--- src/rtl/ring_buf_pkg.sv ---
package ring_buf_pkg;
  localparam int unsigned MAX_BURSTS_PER_BUF = 5000;
  localparam int unsigned DMA_MIN_BUFS = 3;
  localparam int unsigned DMA_MAX_BUFS = 64;

  function automatic int unsigned idx_width(input int unsigned n);
    return (n > 1) ? $clog2(n) : 1;
  endfunction
endpackage

--- src/rtl/ring_ptr.sv ---
module ring_ptr #(
  parameter int unsigned NUM_BUFS = 4,
  parameter int unsigned IDX_W    = 2
) (
  input  logic             clk_i,
  input  logic             rst_ni,
  input  logic             step_i,
  output logic [IDX_W-1:0] idx_o
);
  localparam logic [IDX_W-1:0] LAST = IDX_W'(NUM_BUFS - 1);

  logic [IDX_W-1:0] idx_q;

  always_ff @(posedge clk_i or negedge rst_ni) begin
    if (!rst_ni)     idx_q <= '0;
    else if (step_i) idx_q <= (idx_q == LAST) ? '0 : idx_q + 1'b1;
  end

  assign idx_o = idx_q;

  AST_IDX_IN_RANGE: assert property (@(posedge clk_i) disable iff (!rst_ni)
    idx_q <= LAST);
  AST_IDX_WRAP: assert property (@(posedge clk_i) disable iff (!rst_ni)
    (step_i && idx_q == LAST) |=> idx_q == '0);
  AST_IDX_HOLD: assert property (@(posedge clk_i) disable iff (!rst_ni)
    !step_i |=> $stable(idx_q));
endmodule

--- src/rtl/fill_tracker.sv ---
module fill_tracker #(
  parameter int unsigned NUM_BUFS = 4,
  parameter int unsigned CNT_W    = 3
) (
  input  logic             clk_i,
  input  logic             rst_ni,
  input  logic             wr_req_i,
  input  logic             rd_req_i,
  output logic             wr_ok_o,
  output logic             rd_ok_o,
  output logic [CNT_W-1:0] cnt_o
);
  localparam logic [CNT_W-1:0] FULL = CNT_W'(NUM_BUFS);

  logic [CNT_W-1:0] cnt_q;
  logic wr_acc, rd_acc;

  assign wr_ok_o = (cnt_q != FULL);
  assign rd_ok_o = (cnt_q != '0);
  assign wr_acc  = wr_req_i && wr_ok_o;
  assign rd_acc  = rd_req_i && rd_ok_o;

  always_ff @(posedge clk_i or negedge rst_ni) begin
    if (!rst_ni) cnt_q <= '0;
    else begin
      unique case ({wr_acc, rd_acc})
        2'b10:   cnt_q <= cnt_q + 1'b1;
        2'b01:   cnt_q <= cnt_q - 1'b1;
        default: cnt_q <= cnt_q;
      endcase
    end
  end

  assign cnt_o = cnt_q;

  AST_NO_OVERFLOW: assert property (@(posedge clk_i) disable iff (!rst_ni)
    cnt_q <= FULL);
  AST_FULL_BLOCKS: assert property (@(posedge clk_i) disable iff (!rst_ni)
    (cnt_q == FULL && wr_req_i && !rd_req_i) |=> cnt_q == FULL);
  AST_EMPTY_BLOCKS: assert property (@(posedge clk_i) disable iff (!rst_ni)
    (cnt_q == '0 && rd_req_i && !wr_req_i) |=> cnt_q == '0);
  AST_BOTH_HOLD: assert property (@(posedge clk_i) disable iff (!rst_ni)
    (wr_acc && rd_acc) |=> $stable(cnt_q));
endmodule

--- src/rtl/ring_buf_mgr.sv ---
module ring_buf_mgr
  import ring_buf_pkg::*;
#(
  parameter int unsigned NUM_BUFS       = 4,
  parameter int unsigned BUF_BYTES      = 1024,
  parameter int unsigned WR_BURST_BYTES = 256,
  parameter int unsigned RD_BURST_BYTES = 128,
  parameter int unsigned ADDR_W         = 32,
  parameter logic [ADDR_W-1:0] BASE_ADDR = 32'h8000_0000,
  parameter bit          DMA_MODE       = 1'b0,
  localparam int unsigned IDX_W = idx_width(NUM_BUFS),
  localparam int unsigned CNT_W = $clog2(NUM_BUFS + 1)
) (
  input  logic              clk_i,
  input  logic              rst_ni,
  input  logic              wr_done_i,
  input  logic              rd_done_i,
  output logic              wr_avail_o,
  output logic              rd_avail_o,
  output logic [IDX_W-1:0]  wr_idx_o,
  output logic [IDX_W-1:0]  rd_idx_o,
  output logic [ADDR_W-1:0] wr_addr_o,
  output logic [ADDR_W-1:0] rd_addr_o,
  output logic [CNT_W-1:0]  fill_cnt_o
);
  localparam longint unsigned REGION_BYTES = longint'(NUM_BUFS) * BUF_BYTES;
  localparam logic [ADDR_W-1:0] BUF_STRIDE = ADDR_W'(BUF_BYTES);

  // parameter legality
  initial begin
    assert (NUM_BUFS >= 1);
    assert (BUF_BYTES % WR_BURST_BYTES == 0);
    assert (BUF_BYTES % RD_BURST_BYTES == 0);
    assert (BUF_BYTES / WR_BURST_BYTES <= MAX_BURSTS_PER_BUF);
    assert (BUF_BYTES / RD_BURST_BYTES <= MAX_BURSTS_PER_BUF);
    assert (!DMA_MODE || (NUM_BUFS >= DMA_MIN_BUFS && NUM_BUFS <= DMA_MAX_BUFS));
    assert (REGION_BYTES <= (64'd1 << ADDR_W));
  end

  logic wr_ok, rd_ok;

  fill_tracker #(.NUM_BUFS(NUM_BUFS), .CNT_W(CNT_W)) u_fill (
    .clk_i, .rst_ni,
    .wr_req_i(wr_done_i), .rd_req_i(rd_done_i),
    .wr_ok_o(wr_ok), .rd_ok_o(rd_ok), .cnt_o(fill_cnt_o)
  );

  ring_ptr #(.NUM_BUFS(NUM_BUFS), .IDX_W(IDX_W)) u_wr_ptr (
    .clk_i, .rst_ni, .step_i(wr_done_i && wr_ok), .idx_o(wr_idx_o)
  );

  ring_ptr #(.NUM_BUFS(NUM_BUFS), .IDX_W(IDX_W)) u_rd_ptr (
    .clk_i, .rst_ni, .step_i(rd_done_i && rd_ok), .idx_o(rd_idx_o)
  );

  assign wr_avail_o = wr_ok;
  assign rd_avail_o = rd_ok;
  assign wr_addr_o  = BASE_ADDR + ADDR_W'(wr_idx_o) * BUF_STRIDE;
  assign rd_addr_o  = BASE_ADDR + ADDR_W'(rd_idx_o) * BUF_STRIDE;

  AST_EMPTY_SAME_IDX: assert property (@(posedge clk_i) disable iff (!rst_ni)
    (fill_cnt_o == '0) |-> (wr_idx_o == rd_idx_o));
  AST_RD_NEEDS_WR: assert property (@(posedge clk_i) disable iff (!rst_ni)
    $rose(rd_avail_o) |-> $past(wr_done_i));
  AST_WR_STALL_IDX: assert property (@(posedge clk_i) disable iff (!rst_ni)
    (!wr_avail_o && wr_done_i) |=> $stable(wr_idx_o));
  AST_RD_STALL_IDX: assert property (@(posedge clk_i) disable iff (!rst_ni)
    (!rd_avail_o && rd_done_i) |=> $stable(rd_idx_o));
endmodule

--- config.mk ---
export PLATFORM = sky130hd
export DESIGN_NAME = ring_buf_mgr
export DESIGN_NICKNAME = d
export VERILOG_FILES = /design/src/rtl/ring_buf_pkg.sv /design/src/rtl/ring_ptr.sv /design/src/rtl/fill_tracker.sv /design/src/rtl/ring_buf_mgr.sv
export SDC_FILE = /design/constraint.sdc
export NUM_CORES = 1
export LEC_CHECK = 0
export BUFFER_PORTS_ARGS = -buffer_cell sky130_fd_sc_hd__buf_2
export CORE_ASPECT_RATIO = 0.5
export CORE_MARGIN = 3
export CORE_UTILIZATION = 33
export CTS_CLUSTER_DIAMETER = 120
export DETAILED_ROUTE_END_ITERATION = 16
export PLACE_DENSITY = 0.71
export SLEW_MARGIN = 5
export SYNTH_ARGS = -nofsm -noshare
export SYNTH_HDL_FRONTEND = slang
export SYNTH_SLANG_ARGS = --single-unit
--- constraint.sdc ---
create_clock -name clk_i -period 2.2 [get_ports clk_i]
set_input_delay 0.33 -clock clk_i [delete_from_list [all_inputs] [get_ports clk_i]]
set_output_delay 0.33 -clock clk_i [all_outputs]
set_load 0.01 [all_outputs]
==> results.py <==
metrics = {
    "routing": {
        "drt_pass1_iterations": 2,
        "wirelength_um": 1080,
        "viasPerCell": 2.98,
        "first_iter_violations": 6,
        "drc": 0,
        "routedWlPerCell_um": 7.35,
        "ant_nets": 0,
        "num_vias": 438,
    },
    "sta": {
        "finalCritPeriodShare_pct": 92.5,
        "fmax_mhz": 491,
        "hold_viol": 0,
        "setup_tns_ns": 0,
        "rsz0062_at_grt": "false",
        "finalMaxSlewViolations": 0,
        "hold_slack_ns": 0.458,
        "finalSetupViolCount": 0,
        "period_minus_slack_ns": 2.03,
        "fin_skew_ns": 0.00195,
    },
    "logic_synthesis": {
        "syn_area_um2": 875,
        "netlist.area_leader.share_pct": 54.9,
        "ys_seq_area_share_pct": 20.0,
        "synth_area_leaders": "buf_4 55%, dfrtp_1 20%, ha_1 4.3%",
        "postSynthAreaPerCell_um2": 9.02,
        "ys_types": 17,
        "postSynthCellCount": 97,
        "ys_ff_latch": 7,
        "synth.largest_area_cell": "buf_4",
        "ys_warn_count": 0,
    },
    "clock_tree": {
        "root_buffer": "clkbuf_8",
        "postCtsResizedCells": 0,
        "htreeDepth": 1,
        "path_clk_slew_ns": 0.04,
        "cts.sink_count": 7,
        "cts-buffers-inserted": 3,
        "cts_tree": "yes",
        "clk_latency_ns": 0.22,
        "clockBufferDepth": 2,
    },
    "global_route": {
        "grt_first_pass_wirelength_um": 1390,
        "grt_use_total_pct": 5.39,
        "grt_max_degree": 8,
        "antenna_found_initial": 0,
        "grt-ovfl-total": 0,
        "grt_pass1_vias": 335,
    },
    "placed_design": {
        "dpl.cell_count": 142,
        "numPortBuffers": 16,
        "placed_area_um2": 736,
        "place_congestion": 0.625,
        "dpl.hpwl_um": 939,
    },
    "cells_and_area": {
        "multi_input_area_um2": 422,
        "final_cells": 147,
        "nets": 121,
        "final_common_cell": "conb_1",
        "stdcell_area_um2": 791,
        "antenna_cells": 0,
        "fillCellCount": 263,
        "drive_gt1_share_pct": 24.1,
        "layout_common_cells": "60 x conb_1, 16 x buf_2, 7 x dfrtp_1, 4 x inv_1",
        "area_growth_pct": -9.59,
        "seq_area_um2": 175,
    },
    "critical_path": {
        "r2r_slack_ns": 0.17,
        "critPathMaxFanout": 5,
        "worstSetupEndpointType": "flip-flop",
        "path_class": "flip-flop to flip-flop",
        "endpoint": "u_fill.cnt_o[2]",
        "rr_startpoint": "u_fill.cnt_o[1]",
        "startpoint": "u_fill.cnt_o[1]",
        "r2r_end": "u_fill.cnt_o[2]",
        "start_kind": "flip-flop",
        "r2r_cells": 8,
        "cp_data_arrival_time_ns": 2.18,
        "crit_required_ns": 2.35,
    },
    "die": {
        "coreArea_um2": 2360,
        "die_h_um": 42.4,
        "start_util_pct": 37.1,
        "row_count": 12,
        "die_w_um": 78.8,
        "pin_count": 77,
        "die_area_um2": 3340,
    },
    "pwr": {
        "ir_drop_mv": 0.248,
        "power.leakage_nw": 0.476,
        "powerDensity_nw_per_um2": 1230,
        "finalPower_w": 0.000972,
    },
    "run": {
        "cap_violations": 0,
    },
    "hold_path": {
        "hold_class": "input pin to async pin",
    },
    "status": {
        "status": "completed",
    },
}
## cell usage after synthesis
cell / count
xor2_1: 2
nand2_2: 1
mux2_4: 2
nand2_1: 1
o21ai_0: 1
nor2_1: 3
fa_1: 1
dfrtp_1: 7
xnor2_1: 1
buf_4: 64
inv_1: 4
nand2_4: 1
or3_4: 1
or3b_4: 1
mux2_2: 2
ha_1: 3
conb_1: 2
## report_power, final
part / internal [W] / total [W] / switching, W
registers: 0.000201 / 0.000279 / 0.0000779
clock network: 0.000125 / 0.000178 / 0.0000533
logic: 0.000246 / 0.000515 / 0.000269
total: 0.000572 / 0.000972 / 0.000400
## final cells by class
class,instances,share of cell area [%]
Inverter,4,1.90
Sequential cell,7,22.2
Multi-Input combinational cell,80,53.3
Timing Repair Buffer,17,11.4
Tap cell,35,5.54
Clock buffer,4,5.70
## per-layer routing
metal	global-route usage, %	up-vias	share of wire (%)
met1	4.73	199	28
met2	11.0	37	56
li1	-	200	-
met4	4.18	0	1.9
met5	0	-	0
met3	0.858	2	14
## worst min-delay path by stage
| stage | endpoint | slack, ns | cells past startpoint |
|---|---|---|---|
| final | u_wr_ptr.idx_o[1] | 0.46 | 2 |
| after global routing | u_wr_ptr.idx_o[0] | 0.47 | 2 |
| after CTS | u_wr_ptr.idx_o[1] | 0.46 | 3 |
| after detailed placement | u_wr_ptr.idx_o[0] | 0.16 | 1 |
| after global placement | u_wr_ptr.idx_o[1] | 0.17 | 1 |
| after floorplan | u_fill.cnt_o[0] | 0.03 | 0 |
## flip-flops by register name (all words and copies together) (netlist names)
register and count:
u_rd_ptr.idx_o 2, u_fill.cnt_o 3, u_wr_ptr.idx_o 2
## critical path, stage by stage (launching register included)
cell,delay (ns)
dfrtp_1,0.41
or3b_4,0.43
nand2_4,0.10
ha_1,0.18
inv_1,0.06
fa_1,0.37
xor2_1,0.15
nor2_1,0.11
xor2_1,0.14
## cells by family after synthesis
group | after synthesis | synth area share (%)
AOI/OAI and AO/OA | 1 | 0.572
DFF | 7 | 20.0
adders and majority gates | 4 | 6.58
xor gates and xnor gates | 3 | 3.00
and+or+nand+nor | 8 | 6.29
muxes | 4 | 6.01
buffers and inverters | 68 | 56.7
other | 2 | 0.859
## what timing repair did
| action | CTS | global route |
|---|---|---|
| buffers inserted | 0 | 0 |
| endpoints found under the hold margin | 7 | 0 |
| setup endpoints to repair | 0 | 0 |
| hold buffers | 1 | 0 |
## metrics by stage
stage          setup slack [ns]  util, %
3_5_place_dp              0.148     31.2
4_1_cts                   0.139     33.5
3_3_place_gp              0.168     31.2
5_1_grt                  0.0558     33.5
6_report                  0.165     33.5
2_1_floorplan             0.192        -
(Power assumes the default switching activity.)
